**src/rtl/owire_tx_pkg.sv**
```systemverilog
package owire_tx_pkg;

  typedef enum logic [1:0] {
    ST_GAP   = 2'd0,
    ST_START = 2'd1,
    ST_DATA  = 2'd2
  } tx_state_e;

  // Guard period in ticks: bit periods times oversample ratio.
  function automatic int unsigned guard_ticks(input int unsigned osr,
                                              input int unsigned bits);
    return osr * bits;
  endfunction

  // Open-drain mapping: a 0 bit enables the pull-low driver.
  function automatic logic pull_for_bit(input logic b);
    return ~b;
  endfunction

  // Saturating step used for the idle-gap counter.
  function automatic int unsigned sat_inc(input int unsigned v,
                                          input int unsigned lim);
    return (v >= lim) ? lim : v + 1;
  endfunction

endpackage

```
**src/rtl/owire_tx_fifo.sv**
```systemverilog
module owire_tx_fifo #(
  parameter int W     = 8,
  parameter int DEPTH = 4
) (
  input  logic         clk,
  input  logic         rst_n,
  input  logic         push,
  input  logic [W-1:0] push_data,
  input  logic         pop,
  output logic [W-1:0] head,
  output logic         empty,
  output logic         full
);
  localparam int AW = (DEPTH > 1) ? $clog2(DEPTH) : 1;
  localparam int CW = $clog2(DEPTH + 1);

  logic [W-1:0]  mem [DEPTH];
  logic [AW-1:0] wr_ptr, rd_ptr;
  logic [CW-1:0] count;

  function automatic logic [AW-1:0] ptr_next(input logic [AW-1:0] p);
    return (p == AW'(DEPTH - 1)) ? '0 : p + 1'b1;
  endfunction

  assign empty = (count == '0);
  assign full  = (count == CW'(DEPTH));
  assign head  = mem[rd_ptr];

  always_ff @(posedge clk) begin
    if (!rst_n) begin
      wr_ptr <= '0;
      rd_ptr <= '0;
      count  <= '0;
    end else begin
      if (push) wr_ptr <= ptr_next(wr_ptr);
      if (pop)  rd_ptr <= ptr_next(rd_ptr);
      case ({push, pop})
        2'b10:   count <= count + 1'b1;
        2'b01:   count <= count - 1'b1;
        default: count <= count;
      endcase
    end
  end

  always_ff @(posedge clk) begin
    if (push) mem[wr_ptr] <= push_data;
  end

  AST_NO_OVERFLOW: assert property (@(posedge clk) disable iff (!rst_n)
    count <= CW'(DEPTH));
  AST_POP_NONEMPTY: assert property (@(posedge clk) disable iff (!rst_n)
    pop |-> !empty);
  AST_FULL_BLOCKS_PUSH: assert property (@(posedge clk) disable iff (!rst_n)
    (full && !pop) |=> full);

endmodule

```
**src/rtl/owire_tx_ser.sv**
```systemverilog
module owire_tx_ser
  import owire_tx_pkg::*;
#(
  parameter int W   = 8,
  parameter int OSR = 8
) (
  input  logic         clk,
  input  logic         rst_n,
  input  logic         tick,
  input  logic         have_byte,
  input  logic [W-1:0] byte_in,
  output logic         pop,
  output logic         line_oe
);
  localparam int PW = $clog2(OSR);
  localparam int BW = (W > 1) ? $clog2(W) : 1;
  localparam int GW = $clog2(OSR + 1);

  tx_state_e     state;
  logic [PW-1:0] phase;
  logic [BW-1:0] bit_idx;
  logic [W-1:0]  shreg;
  logic [GW-1:0] gap_cnt;
  logic          gap_ok, last_phase, last_bit;

  assign gap_ok     = (gap_cnt == GW'(OSR));
  assign last_phase = (phase == PW'(OSR - 1));
  assign last_bit   = (bit_idx == BW'(W - 1));
  assign pop        = tick && (state == ST_GAP) && gap_ok && have_byte;

  always_ff @(posedge clk) begin
    if (!rst_n) begin
      state   <= ST_GAP;
      phase   <= '0;
      bit_idx <= '0;
      shreg   <= '0;
      gap_cnt <= '0;
      line_oe <= 1'b0;
    end else if (tick) begin
      case (state)
        ST_GAP: begin
          if (pop) begin
            state   <= ST_START;
            phase   <= '0;
            shreg   <= byte_in;
            line_oe <= 1'b1;
          end else begin
            gap_cnt <= GW'(sat_inc(int'(gap_cnt), OSR));
          end
        end
        ST_START: begin
          if (last_phase) begin
            phase   <= '0;
            bit_idx <= '0;
            state   <= ST_DATA;
            line_oe <= pull_for_bit(shreg[0]);
          end else begin
            phase <= phase + 1'b1;
          end
        end
        ST_DATA: begin
          if (last_phase) begin
            phase <= '0;
            if (last_bit) begin
              state   <= ST_GAP;
              line_oe <= 1'b0;
              gap_cnt <= GW'(1);
            end else begin
              bit_idx <= bit_idx + 1'b1;
              shreg   <= shreg >> 1;
              line_oe <= pull_for_bit(shreg[1]);
            end
          end else begin
            phase <= phase + 1'b1;
          end
        end
        default: state <= ST_GAP;
      endcase
    end
  end

  AST_OE_HOLDS_OFF_TICK: assert property (@(posedge clk) disable iff (!rst_n)
    !tick |=> $stable(line_oe));
  AST_START_PULLS_LOW: assert property (@(posedge clk) disable iff (!rst_n)
    pop |=> line_oe);
  AST_RELEASED_BEFORE_START: assert property (@(posedge clk) disable iff (!rst_n)
    pop |-> !line_oe);
  AST_GAP_RELEASED: assert property (@(posedge clk) disable iff (!rst_n)
    (state == ST_GAP) |-> !line_oe);

endmodule

```
**src/rtl/owire_tx_guard.sv**
```systemverilog
module owire_tx_guard #(
  parameter int GUARD_TICKS = 88
) (
  input  logic clk,
  input  logic rst_n,
  input  logic tick,
  input  logic accept,
  input  logic q_empty,
  output logic busy,
  output logic done_pulse
);
  localparam int CW = $clog2(GUARD_TICKS + 1);

  logic [CW-1:0] cnt;
  logic          idle_r;
  logic          expire;

  assign expire = !idle_r && q_empty && tick && (cnt == CW'(GUARD_TICKS - 1));
  assign busy   = !idle_r;

  always_ff @(posedge clk) begin
    if (!rst_n) begin
      cnt        <= '0;
      idle_r     <= 1'b1;
      done_pulse <= 1'b0;
    end else begin
      done_pulse <= 1'b0;
      if (accept) begin
        cnt    <= '0;
        idle_r <= 1'b0;
      end else if (!q_empty) begin
        cnt <= '0;
      end else if (expire) begin
        cnt        <= '0;
        idle_r     <= 1'b1;
        done_pulse <= 1'b1;
      end else if (!idle_r && tick) begin
        cnt <= cnt + 1'b1;
      end
    end
  end

  AST_DONE_SINGLE: assert property (@(posedge clk) disable iff (!rst_n)
    done_pulse |=> !done_pulse);
  AST_DONE_WHEN_EMPTY: assert property (@(posedge clk) disable iff (!rst_n)
    done_pulse |-> (q_empty && !busy));
  AST_BUSY_ON_ACCEPT: assert property (@(posedge clk) disable iff (!rst_n)
    accept |=> busy);

endmodule

```
**src/rtl/owire_tx.sv**
```systemverilog
module owire_tx
  import owire_tx_pkg::*;
#(
  parameter int DATA_W     = 8,
  parameter int FIFO_DEPTH = 4,
  parameter int OSR        = 8,
  parameter int GUARD_BITS = 11
) (
  input  logic              clk,
  input  logic              rst_n,
  input  logic              tick_en,
  input  logic [DATA_W-1:0] in_data,
  input  logic              in_valid,
  output logic              in_ready,
  output logic              line_oe,
  output logic              line_out,
  output logic              busy,
  output logic              tx_done
);
  localparam int GUARD_TICKS = int'(guard_ticks(OSR, GUARD_BITS));

  logic              q_full, q_empty, accept, frame_pop;
  logic [DATA_W-1:0] q_head;

  assign in_ready = !q_full;
  assign accept   = in_valid && in_ready;
  assign line_out = 1'b0;

  owire_tx_fifo #(.W(DATA_W), .DEPTH(FIFO_DEPTH)) u_fifo (
    .clk       (clk),
    .rst_n     (rst_n),
    .push      (accept),
    .push_data (in_data),
    .pop       (frame_pop),
    .head      (q_head),
    .empty     (q_empty),
    .full      (q_full)
  );

  owire_tx_ser #(.W(DATA_W), .OSR(OSR)) u_ser (
    .clk       (clk),
    .rst_n     (rst_n),
    .tick      (tick_en),
    .have_byte (!q_empty),
    .byte_in   (q_head),
    .pop       (frame_pop),
    .line_oe   (line_oe)
  );

  owire_tx_guard #(.GUARD_TICKS(GUARD_TICKS)) u_guard (
    .clk        (clk),
    .rst_n      (rst_n),
    .tick       (tick_en),
    .accept     (accept),
    .q_empty    (q_empty),
    .busy       (busy),
    .done_pulse (tx_done)
  );

  AST_DONE_ON_TICK: assert property (@(posedge clk) disable iff (!rst_n)
    $rose(tx_done) |-> $past(tick_en));
  AST_READY_AFTER_POP: assert property (@(posedge clk) disable iff (!rst_n)
    (frame_pop && !accept) |=> in_ready);

endmodule

```
**config.mk**
```make
export PLATFORM = sky130hd
export DESIGN_NAME = owire_tx
export DESIGN_NICKNAME = d
export VERILOG_FILES = /design/src/rtl/owire_tx_pkg.sv /design/src/rtl/owire_tx_fifo.sv /design/src/rtl/owire_tx_ser.sv /design/src/rtl/owire_tx_guard.sv /design/src/rtl/owire_tx.sv
export SDC_FILE = /design/constraint.sdc
export NUM_CORES = 1
export LEC_CHECK = 0
export ABC_AREA = 0
export BUFFER_PORTS_ARGS = -buffer_cell sky130_fd_sc_hd__buf_4
export CORE_UTILIZATION = 35
export CTS_CLUSTER_DIAMETER = 40
export CTS_CLUSTER_SIZE = 12
export DETAILED_ROUTE_END_ITERATION = 8
export HOLD_SLACK_MARGIN = 0.02
export PLACE_DENSITY = 0.5
export SYNTH_ARGS = -nofsm -noshare
export SYNTH_HDL_FRONTEND = slang
export SYNTH_SLANG_ARGS = --single-unit
```
**constraint.sdc**
```tcl
create_clock -name clk -period 5 [get_ports clk]
set_clock_uncertainty 0.05 [all_clocks]
set_input_delay 0.5 -clock clk [delete_from_list [all_inputs] [get_ports clk]]
set_output_delay 0.5 -clock clk [all_outputs]
set_load 0.01 [all_outputs]
```
; After elaboration in Yosys (flattened, before gate mapping)
; Memory sizes are Yosys's and may differ from the RTL's. A register that Yosys moved wholly into a read port is not among the register bits.
; Index checks and enable logic that the tools add are counted.
[totals]
output_inout_bits = 5
reg_bits = 37
inputBits = 12
mem_bits_rw = 32
n_memories = 1
[mem_list]
columns = memory, depth, width, rd, rd_clocked_by_memory_dff, write_ports, line
row1 = u_fifo.mem, 4, 8, 1, 1, 1, owire_tx_fifo.sv:17  ; logic [W-1:0] mem [DEPTH];
[op_classes]
eq_ne = 17
order_cmp = 1
n_bitwise = 4
n_reduce_logical = 30
addsub = 8
mux = 37
[op_table]
columns = operator, count
row1 = AND reduction 5 bit, 5
row2 = two-way mux 8 bit, 3
row3 = one-hot mux 3 bit (2 select lines), 3
row4 = two-way mux 2 bit, 8
row5 = two-way mux 4 bit, 4
row6 = one-hot mux 8 bit (2 select lines), 1
row7 = two-way mux 3 bit, 5
row8 = nonzero test 2 bit, 6
row9 = two-way mux 1 bit, 10
row10 = "adder 3 x 1 -> 3 bit, second input constant", 3
row11 = "equality test 3 bit, second input constant", 3
row12 = "equality test 2 bit, second input constant", 4
row13 = logical AND 1 bit, 8
row14 = one-hot mux 4 bit (2 select lines), 1
row15 = "adder 7 x 1 -> 7 bit, second input constant", 1
row16 = "equality test 7 bit, second input constant", 1
row17 = "inequality test 2 x 1 -> 1 bit, second input constant", 3
row18 = "inequality test 2 bit, second input constant", 3
row19 = one-hot mux 2 bit (3 select lines), 1
row20 = "adder 2 x 1 -> 2 bit, second input constant", 2
row21 = "adder 4 x 1 -> 4 bit, second input constant", 1
row22 = "equality test 2 x 1 -> 1 bit, second input constant", 2
row23 = "equality test 4 bit, second input constant", 1
row24 = ">= comparator 4 bit, second input constant", 1
row25 = 12 further kinds, 17

; Logic depth before layout (Yosys ltp)
[logic_depth]
ltp_word = 7
ltp_mapped = 10
ltp_nobuf = 9

; Modules after synthesis
; A second synthesis with hierarchy kept.
[hier_totals]
cells_unflattened = 272
hier_area_um2 = 3290.7
[modules_own_cells]
columns = module, n_inst, area_per_inst_um2, seq_area_each_um2, cells_per_inst
row1 = owire_tx_fifo, 1, 1621.6, 1141.1, 89
row2 = owire_tx_ser, 1, 1208.7, 420.4, 131
row3 = owire_tx_guard, 1, 435.4, 180.2, 47
row4 = owire_tx, 1, 25.0, 0.0, 5

; Worst setup path after synthesis
; Ideal clock, no wire load.
[synth_timing]
path_type = input to register
startpoint = in tick_en
endpoint = reg u_fifo.count[2]
setup_time_ps = 71
path_buffers = 2
required_ps = 4879
path_slack_ps = 2485
t_arrival_ps = 2395
cell_stages = 9
path_cell_list = buf_4 -> and4b_1 -> and3_1 -> buf_2 -> ha_1 -> fa_1 -> xnor2_1 -> or3_1 -> a21oi_1
[synth_via]
elab_chain_cells = 5
elab_cells_between_ends = 7
cone_classes = eq/ne (2) / mux (1) / reduce/logical (4)
[synth_rtl]
columns = item, line
row1 = from (decl), owire_tx.sv:11  ; input logic tick_en,
row2 = logical AND 1 bit (*) (3 in series), owire_tx_ser.sv:29  ; assign pop = tick && (state == ST_GAP) && gap_ok && have_byte;
row3 = equality test 2 x 1 -> 1 bit or equality test 2 bit (tied branches), owire_tx_fifo.sv:37  ; case ({push, pop})
row4 = one-hot mux 3 bit (2 select lines) or nonzero test 2 bit (tied branches), -
row5 = to (signal assigned), owire_tx_fifo.sv:38  ; 2'b10: count <= count + 1'b1;
row6 = to (signal assigned), owire_tx_fifo.sv:39  ; 2'b01: count <= count - 1'b1;
row7 = to (signal assigned), owire_tx_fifo.sv:40  ; default: count <= count;
row8 = to (decl), owire_tx_fifo.sv:19  ; logic [CW-1:0] count;
; Every way passes the cells marked *; elsewhere a longest branch is shown, timed or not.
; A chain may end at the register's enable or synchronous reset.

; Final worst setup path
[layout_timing]
startpoint = reg u_ser.gap_cnt[0]
endpoint = reg u_fifo.count[2]
[layout_via]
elab_chain_cells = 5
elab_cells_between_ends = 7
cone_classes = eq/ne (3) / mux (1) / reduce/logical (3)
[layout_rtl]
columns = item, line
row1 = from (decl), owire_tx_ser.sv:23  ; logic [GW-1:0] gap_cnt;
row2 = from (signal assigned), owire_tx_ser.sv:48  ; gap_cnt <= GW'(sat_inc(int'(gap_cnt), OSR));
row3 = equality test 4 bit (*), owire_tx_ser.sv:26  ; assign gap_ok = (gap_cnt == GW'(OSR));
row4 = logical AND 1 bit (*) (2 in series), owire_tx_ser.sv:29
row5 = equality test 2 x 1 -> 1 bit or equality test 2 bit (tied branches), owire_tx_fifo.sv:37
row6 = one-hot mux 3 bit (2 select lines) or nonzero test 2 bit (tied branches), -
; Marks and branches as above.

==> impl.org <==
** Logic synthesis
- Synth Net Count :: approximately 310
- Counting flops with an async set or reset pin after synthesis yields a share of 0%.
- The synthesized design devotes to its leading area cell type 29.4% of total area.
- The synthesized design spends more area on one cell type than any other, namely sky130_fd_sc_hd__edfxtp_1.
- Number of different library cells in the post-synthesis netlist :: 54
- Average instance area after synthesis :: around 12 sq um
- Top area cells in the synthesized netlist :: sky130_fd_sc_hd__edfxtp_1 29%, sky130_fd_sc_hd__dfxtp_1 24%, sky130_fd_sc_hd__ha_1 6.9%, sky130_fd_sc_hd__mux4_2 5.5%, sky130_fd_sc_hd__nand2_1 4.6%
- Number of standard cells after synthesis :: 274
- For this run, the leading register cell type out of synthesis is sky130_fd_sc_hd__dfxtp_1.
- Register bit total from synthesis :: a little over 70
- Yosys printed 0 warnings.
- Post-synthesis sequential area ratio :: between 50% and 60%
- After synthesis the cells add up to around 0.0033 sq mm.
- Post-synth EDFFs :: 32

** Layout
- Summing all multi-input logic gate instances after layout gives approximately 0.0014 sq mm.
- 0 antenna diodes ended up in the layout.
- Total area of sequential cells :: 0.00174 sq mm
- Fill cells in the final layout number roughly 840.
- From synthesis to final layout, the design area changed by 12.2%.
- In the final design database the tool counted roughly 320 nets.
- Share of final-layout standard cells stronger than drive strength 1 :: 18.1%

** Placement
- Buffers on Ports :: 15
- Detailed placement ended at an HPWL of just under 4000 microns.
- OpenSTA, run right after detailed placement, puts the worst setup slack at roughly 2.4 ns.
- Final weighted congestion of routability-driven global placement :: between 0.7 and 0.8

** Detailed routing
- The routed layout has a little over 2000 vias.
- Vias per Instance :: 5.06
- In the routed design, unresolved DRC markers number 0.
- Post-Route WL :: 5670 microns
- Remaining antenna violation count :: 0
- Dividing the detail-routed wire length by the instance count gives 14.1 microns.
- The pre-antenna-repair detailed-routing pass consisted of 4 iterations.
- The first routing iteration left 80 violations.

** Clock tree
- Number of CTS-inserted buffers :: 9
- Clock tree from TritonCTS :: built
- Clock-pin slew was measured on the worst setup and hold paths at 0.08 ns.
- Buffers inserted to repair hold after CTS numbered 0.
- The H-tree was split into 3 levels.
- Post-cts gate resize count :: 0
- Number of clock sinks seen by CTS :: 71
- Buffers added to address setup during post-CTS repair amount to 0.
- The cell sitting at the root of the clock tree is a sky130_fd_sc_hd__clkbuf_8.
- For the worst-skew pair, the clock arrives at the later sink with an insertion delay of about 0.34 ns.
- Worst-case clock buffer depth :: 2

** Global route
- Number of global-route vias before repair :: about 2000
- In the global route stage, overall resource usage came out at about an eighth.
- Entering global routing, the biggest net connects 20 pins.
- First-pass GRT wire length :: between 9000 and 10000 microns
- Remaining global-route overflow :: 0
- Initial antenna violation count :: 0

** Floorplanning
- Placeable core region :: approximately 0.0089 sq mm
- The floorplan step set the die width to between 90 and 100 microns.
- Effective utilization at floorplan :: a little under two fifths
- 17 I/O pins were placed.
- Measured along the y axis, the die boundary spans 98.6 microns.
- Die area :: about 0.0097 sq mm
- Std cell rows :: 34

** Power and ir drop
- Of the total power, combinational logic draws under 10%.
- Sequential cells burn between 50% and 60% of the power.
- Internal power of the cells :: 0.000946 W
- PwrDens :: ~330 mW/mm^2
- Part of the power in the clock network :: 42.2%
- Sw frac :: 21.8%
- Static Leakage :: between 1 and 1.5 nW
- Maximum VDD drop :: between 0.0001 and 0.00015 V
- Summed over all nets, the switching power comes to roughly 0.00026 W.

** Timing
- Headroom to the max-slew limit came out at a little over half.
- Subtracting the final worst setup slack from the clock period gives approximately 2.6 ns.
- Setup repair after global routing left no endpoint under its margin.
- Period utilization :: just over 50%
- After routing, the total negative slack on setup checks comes to 0 ns.
- The final max-slew violation count came to 0.
- Minimum setup slack in the final design :: approximately 2.4 ns
- F_max :: approximately 380 MHz
- At the pin with the least slew margin, the transition time is 0.718 ns.
- Final setup viols :: 0
- Count of endpoints failing hold in the final timing report :: 0

** Worst hold path
- Endpoint of the worst hold-timing path :: u_fifo.mem[2][3]
- Hold/Removal Path Class :: in -> reg
- Number of cells on the worst hold path :: 1
- Min-Delay Startpoint :: in_data[3]

** Worst setup path
- Startpoint type of the worst setup path :: flip-flop
- CP Class :: reg -> reg
- Worst Path Max Fanout :: 5
- Among the stages of the critical path, the cell type that occurs most often is sky130_fd_sc_hd__ha_1.
- Data arrives at the worst endpoint at 2.82 ns.
- The startpoint identified for the worst register-to-register timing path is u_ser.gap_cnt[0].
- Endpoint required time on the critical path :: between 5 and 6 ns
- For flop-to-flop paths, the worst setup slack is approximately 2.4 ns.
- Crit path cell chain :: inv_1 -> ha_1 -> and4b_1 -> and3_1 -> ha_1 -> fa_1 -> xnor2_1 -> or3_1 -> a21oi_1
- CP max-delay cell :: sky130_fd_sc_hd__fa_1
- STA classifies the critical path endpoint as a flip-flop.
- Highest cell delay on the worst timing path :: approximately 0.44 ns
- The endpoint identified for the worst register-to-register timing path is u_fifo.count[2].
- For the worst flop-to-flop path, the logic depth is 9.

** Run status
- The run finished with clean final reports.

** Flow run
- Maximum Capacitance Violations :: 0
cell usage after synthesis, drive strengths merged (2+ instances only):
cell type and instances:
and3 7, nand4 6, a21oi 8, mux4 8
nor3 2, a22o 10, xor2 5, nand2b 3
mux2i 8, o21a 2, buf 7, o21ai 4
ha 18, o31ai 3, dfxtp 39, edfxtp 32
or2 2, inv 14, nor2 20, nand2 40
or3 5, xnor2 2, and4b 2, clkbuf 5
flip-flops by register name, indices dropped and copies added, names as in the netlist, 2 cells and up, named ones only:
register and flops:
u_fifo.count 3, u_ser.state 2, u_fifo.rd_ptr 2, u_ser.phase 3, u_ser.bit_idx 3, u_fifo.mem 32, u_ser.gap_cnt 4, u_ser.shreg 8
u_fifo.wr_ptr 2, u_guard.cnt 7
worst max-delay path: cells and delay by family (launching register included):
family,cells,cell delay [ns]
simple gates,3,0.85
flops,1,0.39
xor+xnor,1,0.14
fa+ha+maj,3,0.89
compound gates,1,0.14
buf+inv,1,0.07
stage by stage:
stage                     util [%]  hold WS (ns)  power, W  cells  area (sq um)
after floorplan                  -         0.386  0.000689    274          3270
after detailed placement      38.7         0.408  0.000713    385          3440
after global routing          41.2         0.294   0.00126    401          3670
after global placement        38.7         0.391  0.000713    385          3440
final                         41.2         0.311   0.00121    401          3670
after CTS                     41.2         0.300   0.00122    401          3670
cell usage in the layout (no fill, tap or decap), types with 3 or more instances in the layout:
master | netlist | routed
sky130_fd_sc_hd__a21oi_1 | 7 | 7
sky130_fd_sc_hd__a22o_1 | 10 | 10
sky130_fd_sc_hd__and3_1 | 6 | 6
sky130_fd_sc_hd__buf_4 | 2 | 15
sky130_fd_sc_hd__clkbuf_8 | 0 | 10
sky130_fd_sc_hd__dfxtp_1 | 39 | 39
sky130_fd_sc_hd__edfxtp_1 | 32 | 32
sky130_fd_sc_hd__ha_1 | 18 | 18
sky130_fd_sc_hd__inv_1 | 12 | 12
sky130_fd_sc_hd__mux2i_1 | 8 | 8
sky130_fd_sc_hd__mux4_2 | 8 | 8
sky130_fd_sc_hd__nand2_1 | 40 | 40
sky130_fd_sc_hd__nand2b_1 | 3 | 3
sky130_fd_sc_hd__nand4_1 | 5 | 5
sky130_fd_sc_hd__nor2_1 | 20 | 20
sky130_fd_sc_hd__o21ai_0 | 4 | 4
sky130_fd_sc_hd__or3_1 | 4 | 4
sky130_fd_sc_hd__xor2_1 | 5 | 5
power groups by stage:
stage | Combinational [W] | Clock (W) | Sequential (W)
2_1_floorplan | 0.0000480 | 0 | 0.000641
3_3_place_gp | 0.0000695 | 0 | 0.000643
3_5_place_dp | 0.0000693 | 0 | 0.000643
4_1_cts | 0.0000703 | 0.000522 | 0.000630
5_1_grt | 0.0000785 | 0.000552 | 0.000632
6_report | 0.0000687 | 0.000511 | 0.000630
cell type report:
class,count,share of cell area (%)
well taps,108,3.68
repair buffers,15,3.07
inverters,14,1.43
multi-input cells,177,38.2
flip-flops and latches,71,47.5
clock inverters,5,2.22
clock buffers,11,3.86
per-layer routing:
metal / GRT usage [%] / share of wire [%] / routed length, microns
met2: 20.7 / 46 / 2600
met4: 4.82 / 1.3 / 76
met1: 16.5 / 50 / 2870
met5: 0 / 0 / 0
met3: 3.69 / 2.3 / 131
kinds of logic after synthesis:
kind of cell | share of synthesized area [%]
compound gates | 10.5
buf+inv | 3.79
mux | 7.96
fa+ha+maj | 7.50
simple gates | 14.9
other cells | 0.115
xor+xnor | 1.88
flops | 53.3
how the worst max path moves through the flow:
stage,startpoint,depth (start not counted),to
6_report,u_ser.gap_cnt[0],9,u_fifo.count[2]
5_1_grt,u_ser.gap_cnt[0],9,u_fifo.count[2]
4_1_cts,u_ser.gap_cnt[0],9,u_fifo.count[2]
3_5_place_dp,tick_en,8,u_fifo.count[2]
3_3_place_gp,tick_en,8,u_fifo.count[2]
2_1_floorplan,tick_en,9,u_fifo.count[2]
No activity file was read; power rests on OpenSTA's default activity.
